**src/rtl/brk_pkg.sv**
```systemverilog
package brk_pkg;

  typedef enum logic [1:0] {
    KIND_FETCH = 2'b00,
    KIND_READ  = 2'b01,
    KIND_WRITE = 2'b10,
    KIND_RSVD  = 2'b11
  } bus_kind_e;

  // Control word, flag in the MSB.
  typedef struct packed {
    logic       flag;
    logic       any_master;
    logic [2:0] mask_sel;
    logic [1:0] cond;
    logic       ie;
  } ctl_t;

  // Number of low address bits ignored for each mask code.
  function automatic int mask_bits(input logic [2:0] code);
    case (code)
      3'd5:    mask_bits = 8;
      3'd6:    mask_bits = 12;
      3'd7:    mask_bits = 16;
      default: mask_bits = int'(code);
    endcase
  endfunction

endpackage

```
**src/rtl/brk_match.sv**
```systemverilog
module brk_match
  import brk_pkg::*;
#(
  parameter int ADDR_W = 24
) (
  input  logic              strobe,
  input  logic [ADDR_W-1:0] addr,
  input  logic [1:0]        kind,
  input  logic              from_dma,
  input  logic [ADDR_W-1:0] bar,
  input  ctl_t              ctl,
  output logic              hit
);

  logic [ADDR_W-1:0] keep;
  logic              addr_ok;
  logic              kind_ok;
  logic              master_ok;
  int                low;

  always_comb begin
    low = mask_bits(ctl.mask_sel);
    for (int b = 0; b < ADDR_W; b++) begin
      keep[b] = (b >= low);
    end
  end

  assign addr_ok = (((addr ^ bar) & keep) == '0);

  always_comb begin
    case (ctl.cond)
      2'b00:   kind_ok = (kind == KIND_FETCH);
      2'b01:   kind_ok = (kind == KIND_READ);
      2'b10:   kind_ok = (kind == KIND_WRITE);
      default: kind_ok = (kind == KIND_READ) || (kind == KIND_WRITE);
    endcase
  end

  assign master_ok = !from_dma || ctl.any_master;
  assign hit       = strobe && addr_ok && kind_ok && master_ok;

endmodule

```
**src/rtl/brk_channel.sv**
```systemverilog
module brk_channel
  import brk_pkg::*;
#(
  parameter int ADDR_BYTES = 3,
  parameter int OFS_W      = 2
) (
  input  logic                  clk,
  input  logic                  rst_n,
  input  logic                  bus_valid,
  input  logic [8*ADDR_BYTES-1:0] bus_addr,
  input  logic [1:0]            bus_kind,
  input  logic                  bus_dma,
  input  logic                  sel,
  input  logic                  reg_wr,
  input  logic                  reg_rd,
  input  logic [OFS_W-1:0]      ofs,
  input  logic [7:0]            wdata,
  output logic [7:0]            rdata,
  output logic                  flag,
  output logic                  irq_req
);

  localparam int ADDR_W  = 8 * ADDR_BYTES;
  localparam int CTL_OFS = ADDR_BYTES;

  logic [ADDR_W-1:0] bar_q;
  ctl_t              ctl_q;
  ctl_t              wctl;
  logic              armed_q;
  logic              hit;
  logic              wr_ctl;
  logic              rd_ctl;
  logic              clr;

  assign wctl   = ctl_t'(wdata);
  assign wr_ctl = sel && reg_wr && (ofs == OFS_W'(CTL_OFS));
  assign rd_ctl = sel && reg_rd && (ofs == OFS_W'(CTL_OFS));
  assign clr    = wr_ctl && armed_q && !wctl.flag;

  brk_match #(.ADDR_W(ADDR_W)) match_i (
    .strobe   (bus_valid),
    .addr     (bus_addr),
    .kind     (bus_kind),
    .from_dma (bus_dma),
    .bar      (bar_q),
    .ctl      (ctl_q),
    .hit      (hit)
  );

  always_ff @(posedge clk or negedge rst_n) begin
    if (!rst_n) begin
      bar_q   <= '0;
      ctl_q   <= '0;
      armed_q <= 1'b0;
    end else begin
      for (int i = 0; i < ADDR_BYTES; i++) begin
        if (sel && reg_wr && (ofs == OFS_W'(i))) begin
          bar_q[i*8 +: 8] <= wdata;
        end
      end
      if (wr_ctl) begin
        ctl_q.any_master <= wctl.any_master;
        ctl_q.mask_sel   <= wctl.mask_sel;
        ctl_q.cond       <= wctl.cond;
        ctl_q.ie         <= wctl.ie;
      end
      ctl_q.flag <= hit || (ctl_q.flag && !clr);
      if (wr_ctl) begin
        armed_q <= 1'b0;
      end else if (rd_ctl && ctl_q.flag) begin
        armed_q <= 1'b1;
      end
    end
  end

  always_comb begin
    rdata = '0;
    if (ofs == OFS_W'(CTL_OFS)) begin
      rdata = ctl_q;
    end else begin
      for (int i = 0; i < ADDR_BYTES; i++) begin
        if (ofs == OFS_W'(i)) rdata = bar_q[i*8 +: 8];
      end
    end
  end

  assign flag    = ctl_q.flag;
  assign irq_req = ctl_q.flag && ctl_q.ie;

endmodule

```
**src/rtl/brk_detect_top.sv**
```systemverilog
module brk_detect_top
  import brk_pkg::*;
#(
  parameter  int NUM_CH     = 2,
  parameter  int ADDR_BYTES = 3,
  localparam int ADDR_W     = 8 * ADDR_BYTES,
  localparam int OFS_W      = $clog2(ADDR_BYTES + 1),
  localparam int CH_W       = $clog2(NUM_CH),
  localparam int REG_AW     = CH_W + OFS_W
) (
  input  logic              clk,
  input  logic              rst_n,
  input  logic              bus_valid,
  input  logic [ADDR_W-1:0] bus_addr,
  input  logic [1:0]        bus_kind,
  input  logic              bus_dma,
  input  logic              reg_wr,
  input  logic              reg_rd,
  input  logic [REG_AW-1:0] reg_addr,
  input  logic [7:0]        reg_wdata,
  output logic [7:0]        reg_rdata,
  output logic [NUM_CH-1:0] match_flag,
  output logic              brk_irq
);

  logic [CH_W-1:0]   ch_idx;
  logic [OFS_W-1:0]  ofs;
  logic [7:0]        ch_rdata [NUM_CH];
  logic [NUM_CH-1:0] irq_vec;

  assign ch_idx = reg_addr[REG_AW-1:OFS_W];
  assign ofs    = reg_addr[OFS_W-1:0];

  for (genvar g = 0; g < NUM_CH; g++) begin : g_ch
    brk_channel #(
      .ADDR_BYTES (ADDR_BYTES),
      .OFS_W      (OFS_W)
    ) chan_i (
      .clk       (clk),
      .rst_n     (rst_n),
      .bus_valid (bus_valid),
      .bus_addr  (bus_addr),
      .bus_kind  (bus_kind),
      .bus_dma   (bus_dma),
      .sel       (ch_idx == CH_W'(g)),
      .reg_wr    (reg_wr),
      .reg_rd    (reg_rd),
      .ofs       (ofs),
      .wdata     (reg_wdata),
      .rdata     (ch_rdata[g]),
      .flag      (match_flag[g]),
      .irq_req   (irq_vec[g])
    );
  end

  always_comb begin
    reg_rdata = '0;
    for (int c = 0; c < NUM_CH; c++) begin
      if (ch_idx == CH_W'(c)) reg_rdata = ch_rdata[c];
    end
  end

  assign brk_irq = |irq_vec;

endmodule

```
**config.mk**
```make
export PLATFORM = sky130hd
export DESIGN_NAME = brk_detect_top
export DESIGN_NICKNAME = d
export VERILOG_FILES = /design/src/rtl/brk_pkg.sv /design/src/rtl/brk_match.sv /design/src/rtl/brk_channel.sv /design/src/rtl/brk_detect_top.sv
export SDC_FILE = /design/constraint.sdc
export NUM_CORES = 1
export LEC_CHECK = 0
export ABC_AREA = 1
export CAP_MARGIN = 40
export CORE_ASPECT_RATIO = 0.7
export CORE_MARGIN = 3
export CORE_UTILIZATION = 55
export DETAILED_ROUTE_END_ITERATION = 12
export HOLD_SLACK_MARGIN = 0.06
export PLACE_DENSITY = 0.85
export SLEW_MARGIN = 20
export SYNTH_ARGS = -nofsm -noshare
export SYNTH_HDL_FRONTEND = slang
export SYNTH_SLANG_ARGS = --single-unit
```
**constraint.sdc**
```tcl
create_clock -name clk -period 1.59 [get_ports clk]
set_clock_uncertainty 0.15 [all_clocks]
set_input_delay 0.318 -clock clk [delete_from_list [all_inputs] [get_ports clk]]
set_output_delay 0.318 -clock clk [all_outputs]
set_load 0.01 [all_outputs]
```
After elaboration in Yosys (flattened, before gate mapping). Index checks and enable logic that the tools add are counted.

Logic and storage cells: 151. Bits in registers: 66. Output and inout port bits: 11.

Bitwise gates (word level): 5. Eq/ne operators: 15. Reduce and logical (&&, ||, !) cells: 48. Magnitude comparators: 48. Mux-type cells: 17.

Operator list (number): $ge 5x32->1 const A (16); $ge 6x32->1 const A (16); $ge 4x32->1 const A (8); $ge 3x32->1 const A (4); $mux 8 (9); $ge 2x32->1 const A (2); $and 24x24->24 (2); $logic_not 24->1 (2); $xor 24x24->24 (2); $logic_and 1x1->1 (30); $pmux 5 s3 (2); $eq 3x3->1 const B (6); $eq 2x2->1 const B (5); $ge 1x5->1 const A (2); $eq 2x1->1 const B (4); $logic_not 2->1 (4); $pmux 1 s3 (2); $logic_or 1x1->1 (5); $logic_not 1->1 (4); $mux 1 (4); $reduce_bool 2->1 (2); $reduce_or 2->1 (1); $not 1->1 (1).

Logic depth before layout (Yosys ltp). Gate-level depths: netlist (run 1).

Depth after elaboration: 9. Mapped depth: 10. Depth with buffers taken out: 10.

By module. A second synthesis (run 1) with hierarchy kept.

Cells, all modules: 725. Area total of the unflattened synthesis: 4640.7 um^2.

Modules (own cells, without submodules): brk_channel (area an instance 1571.5 um^2, cells each 178, times used 2); brk_match (area an instance 693.2 um^2, cells each 171, times used 2); brk_detect_top (area an instance 111.4 um^2, cells each 27, times used 1).

Least setup slack after synthesis (run 1). No wires, ideal clock.

Kind: input-to-output. Start point: in reg_addr[1]. End point: out reg_rdata[2]. Stages on the path: 6. Slack: -51 ps. Arrival: 1173 ps. Buffers on the path: 1. Cell sequence: nor2_1 > buf_4 > inv_2 > o211ai_1 > a21oi_1 > o21ai_0.

Word-level cells in the longest chain between the ends: 6. Elaborated cells between the ends (all ways): 13.

RTL lines: from (decl) (RTL line brk_detect_top.sv:19) `input logic [REG_AW-1:0] reg_addr,`; $logic_not 2->1 (RTL line brk_channel.sv:82) `if (ofs == OFS_W'(i)) rdata = bar_q[i*8 +: 8];`; $mux 8 (3 in a row) (RTL line brk_channel.sv:82); $mux 8 (RTL line brk_channel.sv:78) `if (ofs == OFS_W'(CTL_OFS)) begin`; $mux 8 (*) (RTL line brk_detect_top.sv:59) `if (ch_idx == CH_W'(c)) reg_rdata = ch_rdata[c];`; to (decl) (RTL line brk_detect_top.sv:21) `output logic [7:0] reg_rdata,`.

Mark *: on every way between the ends. The rest lies on a longest branch, timed or not.

Worst setup path after layout (run 1).
Start point: reg g_ch[0].chan_i.bar_q[7]. End point: out reg_rdata[7].

Word-level cells in the longest chain between the ends: 5.

RTL lines: from (decl) (RTL line brk_channel.sv:26) `logic [ADDR_W-1:0] bar_q;`; from (signal, indexed assignment) (RTL line brk_channel.sv:58) `bar_q[i*8 +: 8] <= wdata;`; $mux 8 (3 in a row) (RTL line brk_channel.sv:82); $mux 8 (RTL line brk_channel.sv:78); $mux 8 (RTL line brk_detect_top.sv:59).

No other way between the ends.

==> results.md, run 1 <==
* Post-synthesis mux area share at 0
* Clk_lat worst skew at 0.36 ns
* VDD IR max at 0.658 mV
* RSZ-0062 raised after global routing: true
* RD Place Congestion at 0.984
* Maxcap violations at 0
* Num CTS Buffers at 9
* Fin nets at 785
* Simple-Gate Fraction of Synth Area at 0.259
* CTS Buffer Depth at 2
* # port buffers at 53
* Most frequent cells in the layout: 186 x nand2_1, 117 x buf_4, 67 x o21ai_0
* Number of DRC markers in iteration 0 at 867
* Total Wirelength at 18000 µm
* Post-Layout Cell Count at 838
* Largest family of logic cells by synthesized area: simple AND/OR/NAND/NOR gates
* Syn avg cell area at 7.05 µm²
* Tmin final at 1.95 ns
* CP bufs+invs at 2
* Wire length per cell at 21.5 µm
* Initial antenna violation count at 0
* WP data arrival at 1.49 ns
* Cell Area, Placed at 0.00536 mm²
* Status: finished, violations left
* Syn nets at 605
* Final setup violation count at 16
* Pin count of the biggest net entering global routing at 27
* Detailed Place HPWL at 11600 µm
* CTS tree: yes
* Delay-heaviest family, CP: compound AO/OA/AOI/OAI gates
* Gate Count Post-Synth at 559
* CP required at 1.12 ns
* Antenna-violating nets left at 0
* Crit Path Category: flip-flop to output pin
* Layout cells sized above 1 at 0.304
* Total gr overflow at 0
* Worst-path maximum fanout at 2
* Via density at 6.01
* Worst-Margin Slew at 0.412 ns
* Most common cell after layout, fill and taps aside: nand2_1
* H-tree depth at 3
* Final period utilization at 1.23
* First drt pass iteration count at 5
* Die Ht at 76.8 µm
* Final instance area at 0.00592 mm²
* CP Cell Sequence: inv_2 -> o211ai_1 -> a211oi_2 -> nor2_1 -> buf_2
* Slew Limit Fails at 0
* Worst path slowest cell: dfrtp_1
* Pwr Total at 6260 µW
* Vias in the first global route at 4660
* Post-synthesis register bit count at 66
* Chip width at 107 µm
* Worst Hold Class: input pin to asynchronous set/reset pin
* Via count at 5036
* GRT Total Usage at 0.403
* Endpoint type of the worst setup path: output pin
* Netlist cell types at 31
* Rel. slew slack at 0.725
* Root Driver: clkbuf_8
* # DRC at 0
* Post-Synthesis Cell Area at 0.00394 mm²
* Clk pin slew, worst setup/hold paths at 0.10 ns
* Initial Util at 0.575
* Synth warn at 0
* Final Hold Viols at 0
* PwrDens at 1060 mW/mm²
* Failing checks: setup timing
* Final setup margin at -0.363 ns
* Fmax at 512 MHz
* Die area at 0.00823 mm²
* Antenna Cells at 0
* Placed Instances at 797
* Area delta synth->final at 50.3%
* Leakage at 0.00301 µW
* Adder-cell share of the synthesized area at 0.00952
* CP max stage delay at 0.37 ns
* IO Count at 54
* First-pass GRT wire length at 24600 µm
* Compound-Gate Fraction of Synth Area at 0.163
* Xor/xnor share of the synthesized area at 0.0556
* Worst setup SP type: flip-flop
* CORE AREA at 0.00685 mm²
* Sink Count at 66
* Seq/Total Area, Yosys at 0.419
* Row count at 25
metrics by stage:
| step | setup WS (ns) | util | setup TNS [ns] | hold slack [ns] |
|---|---|---|---|---|
| CTS | -0.337 | 0.829 | -2.08 | 0.263 |
| finish | -0.363 | 0.865 | -2.61 | 0.268 |
| global route | -0.397 | 0.865 | -3.11 | 0.278 |
| detailed placement | -1.07 | 0.782 | -34.46 | 0.111 |
| global placement | -1.06 | 0.782 | -31.42 | 0.0997 |
| floorplan | 0.0242 | - | 0 | -0.128 |
sequential cells by signal, summed over array words and instances (netlist names):
name	count
g_ch.chan_i.armed_q	2
g_ch.chan_i.bar_q	48
g_ch.chan_i.flag	2
g_ch.chan_i.ctl_q	14
worst paths after layout:
check | to | depth (start not counted) | slack [ns] | startpoint
hold reg to reg | g_ch[1].chan_i.bar_q[23] | 2 | 0.35 | g_ch[1].chan_i.bar_q[23]
max in group asynchronous | g_ch[1].chan_i.bar_q[6] | 3 | 0.51 | rst_n
min in group clk | g_ch[1].chan_i.bar_q[23] | 2 | 0.35 | g_ch[1].chan_i.bar_q[23]
setup / recovery | reg_rdata[7] | 5 | -0.36 | g_ch[0].chan_i.bar_q[7]
setup reg to reg | g_ch[1].chan_i.flag | 10 | -0.07 | g_ch[1].chan_i.bar_q[11]
hold / removal | g_ch[1].chan_i.bar_q[8] | 2 | 0.27 | rst_n
worst reg2reg max path: stages (launching register included):
cell and delay (ns):
dfrtp_1 0.44, inv_2 0.09, buf_4 0.13, buf_4 0.12, nand2_1 0.08, nand2_1 0.07, nand2_1 0.08, nand2_1 0.09
nor2_2 0.12, nand3_2 0.08, o21ai_1 0.13
cell families (layout without fill, tap and decap cells):
kind of cell / Yosys count / in the layout
simple gates: 258 / 258
compound gates: 117 / 117
fa+ha+maj: 3 / 3
xor+xnor: 25 / 25
buf+inv: 90 / 275
flops: 66 / 66
synth_stat cells, drive strengths merged:
master,instances,share of area
or2,4,0.0063
clkinv,1,0.00095
o21ai,82,0.10
nand3,18,0.023
nand2,198,0.19
o211ai,5,0.0095
a211oi,3,0.0057
o221ai,4,0.0089
o2111a,1,0.0029
o2111ai,1,0.0022
buf,15,0.023
xor2,9,0.020
o21bai,1,0.0019
inv,72,0.069
o22ai,1,0.0016
clkbuf,2,0.0022
o31ai,1,0.0019
ha,3,0.0095
dfrtp,66,0.42
xnor2,16,0.036
nand4,3,0.0048
a22o,1,0.0022
nor3,1,0.0013
nor2,34,0.032
a21oi,17,0.022
layout make-up:
| type | instances | area [µm²] |
|---|---|---|
| sequential | 66 | 1650 |
| tap | 94 | 118 |
| inverter | 73 | 290 |
| timing repair buffer | 185 | 1570 |
| multi-input combinational | 403 | 2090 |
| clock buffer | 10 | 128 |
| timing repair inverter | 1 | 7.51 |
| fill | 383 | 926 |
| clock inverter | 6 | 67.6 |
what timing repair did:
item,4_1_cts,5_1_grt
hold buffers,1,0
endpoints found under the hold margin,28,0
gates cloned,1,1
endpoints found under the setup margin,60,13
pin swaps,18,24
resized for setup,96,50
buffers inserted,13,9
power breakdown:
group	switching (µW)	internal [µW]
combinational	1400	1150
sequential	262	1980
clock	741	728
per-layer routing:
| layer | global-route usage | part of all wire | vias up | wire, µm |
|---|---|---|---|---|
| met5 | 0 | 0 | - | 0 |
| met4 | 0.132 | 0.063 | 0 | 1140 |
| met3 | 0.161 | 0.13 | 144 | 2430 |
| met2 | 0.644 | 0.44 | 442 | 7860 |
| met1 | 0.497 | 0.37 | 2315 | 6610 |
| li1 | - | - | 2135 | - |
Note: power is estimated with default switching activity, not from simulation.
==> run 2: changes to the inputs <==
CORE_ASPECT_RATIO = 1.25   (was 0.7)
==> run 2 against run 1 <==
Compared with the run above: the run still ends with setup timing left; first-iteration DRC count shrank 29%; cell area decreased by 1.6%; clock power grew 11%; worst setup slack got worse by 0.0055 ns; fmax decreased by 0.28%; highest routed layer unchanged.
==> results.md, run 2 (synthesis gave the netlist of run 1 again) <==
* Total Wirelength at 15900 µm
* RD Place Congestion at 0.992
* Max FFs per register at 48
* Pwr Total at 6250 µW
* Final setup TNS at -2.33 ns
* CTS Buffer Depth at 2
* Most frequent cells in the layout: 187 x nand2_1, 101 x buf_4, 66 x o21ai_0
* Met1 Use GR at 0.431
* Worst-path maximum fanout at 2
* Final period utilization at 1.23
* Final Hold Viols at 0
* First drt pass iteration count at 6
* Endpoint type of the worst setup path: output pin
* Detailed Place HPWL at 10700 µm
* H-tree depth at 3
* Die area at 0.00822 mm²
* Area delta synth->final at 47.9%
* Fmax at 511 MHz
* Pin count of the biggest net entering global routing at 67
* CP required at 1.12 ns
* Placed Instances at 787
* Final setup violation count at 11
* Initial antenna violation count at 1
* IO Count at 54
* GRT Total Usage at 0.379
* CORE AREA at 0.00677 mm²
* Largest regs: g_ch.chan_i.bar_q x48, g_ch.chan_i.ctl_q x14
* Rel. slew slack at 0.751
* # port buffers at 53
* Final setup margin at -0.368 ns
* Fin nets at 767
* Vias in the first global route at 4622
* Leakage at 0.00295 µW
* Final instance area at 0.00583 mm²
* Num CTS Buffers at 9
* Worst setup SP type: flip-flop
* Slew Limit Fails at 0
* Sink Count at 66
* FF+latch area at 0.00165 mm²
* Layout fillers at 409
* Antenna-violating nets left at 0
* Failing checks: setup timing
* Root Driver: clkbuf_8
* CTS tree: yes
* Maxcap violations at 0
* Wire length per cell at 19.6 µm
* Tmin final at 1.96 ns
* Most common cell after layout, fill and taps aside: nand2_1
* End of the critical path: reg_rdata[3]
* PwrDens at 1070 mW/mm²
* Crit Path Category: flip-flop to output pin
* GR Util met3 at 0.102
* Status: finished, violations left
* Antenna Cells at 0
* Reg-to-reg critical path startpoint: g_ch[1].chan_i.bar_q[9]
* Total gr overflow at 0
* Met2 global-route usage at 0.620
* Initial Util at 0.582
* First-pass GRT wire length at 22800 µm
* WP data arrival at 1.49 ns
* RSZ-0062 raised after global routing: true
* Clk pin slew, worst setup/hold paths at 0.08 ns
* Worst-Margin Slew at 0.369 ns
* Place WS at -1.04 ns
* Number of DRC markers in iteration 0 at 619
* Clk_lat worst skew at 0.35 ns
* FF-to-FF path depth at 7
* # DRC at 0
* Via density at 5.92
* Layout cells sized above 1 at 0.292
* Die Ht at 101 µm
* FF-to-FF setup slack at -0.09 ns
* Reg-to-reg endpoint: g_ch[1].chan_i.flag
* Via count at 4813
* Worst Hold Class: flip-flop to flip-flop
* GR peak layer: met2
* Row count at 33
* Chip width at 81.7 µm
* Crit. Startpoint: g_ch[0].chan_i.bar_q[3]
* Multi-input gate area at 0.00210 mm²
* Cell Area, Placed at 0.00535 mm²
* Post-Layout Cell Count at 813
* Biggest register: g_ch.chan_i.bar_q
* VDD IR max at 0.803 mV
run 2: cell types whose count changed in the layout (fill, tap and decap cells not counted), moves of 3 or more:
cell,before,now
buf_4,117,101
clkinvlp_4,4,1
inv_2,15,18
o21ai_2,1,4
run 2: power by group:
group	leakage [µW]	switching, µW	internal, µW
clock	0.000112	704	928
sequential	0.000828	262	1980
combinational	0.00201	1260	1110
run 2: worst min path at each step:
stage                                   startpoint  slack [ns]  cells past startpoint                       end
after floorplan                              rst_n       -0.13                      0    g_ch[0].chan_i.armed_q
after global placement                       rst_n        0.21                      2   g_ch[0].chan_i.bar_q[4]
after detailed placement                     rst_n        0.22                      2  g_ch[1].chan_i.bar_q[13]
after CTS                 g_ch[1].chan_i.bar_q[22]        0.34                      2  g_ch[1].chan_i.bar_q[22]
after global routing                         rst_n        0.37                      3  g_ch[1].chan_i.bar_q[13]
final                     g_ch[1].chan_i.bar_q[22]        0.35                      2  g_ch[1].chan_i.bar_q[22]
run 2: per-stage QoR:
step | hold WS (ns) | util
2_1_floorplan | -0.128 | -
3_5_place_dp | 0.216 | 0.790
3_3_place_gp | 0.214 | 0.790
4_1_cts | 0.342 | 0.841
5_1_grt | 0.371 | 0.861
6_report | 0.347 | 0.861
run 2: final cells by class:
type,instances,share of cell area
Inverter,73,0.0481
Clock inverter,6,0.0155
Sequential cell,66,0.284
Timing Repair Buffer,168,0.250
Clock buffer,10,0.0236
Multi-Input combinational cell,403,0.361
Tap cell,87,0.0187
run 2: timing repair:
action                                 4_1_cts  5_1_grt
pin swaps                                   32       27
endpoints found under the hold margin       66        0
buffers inserted                             8        7
setup endpoints to repair                   52       13
gates resized for setup                    108       37
hold buffers                                 1        0
run 2: per-layer routing:
layer	share of wire	routed length [µm]
met1	0.34	5370
met2	0.47	7560
met3	0.11	1750
met4	0.080	1270
met5	0	0
run 2: critical path, cell delays in order, from the launching register on:
cell and delay (ns):
dfrtp_1 0.39, inv_1 0.13, o221ai_1 0.16, o21ai_1 0.21, nand2_1 0.10, buf_2 0.15
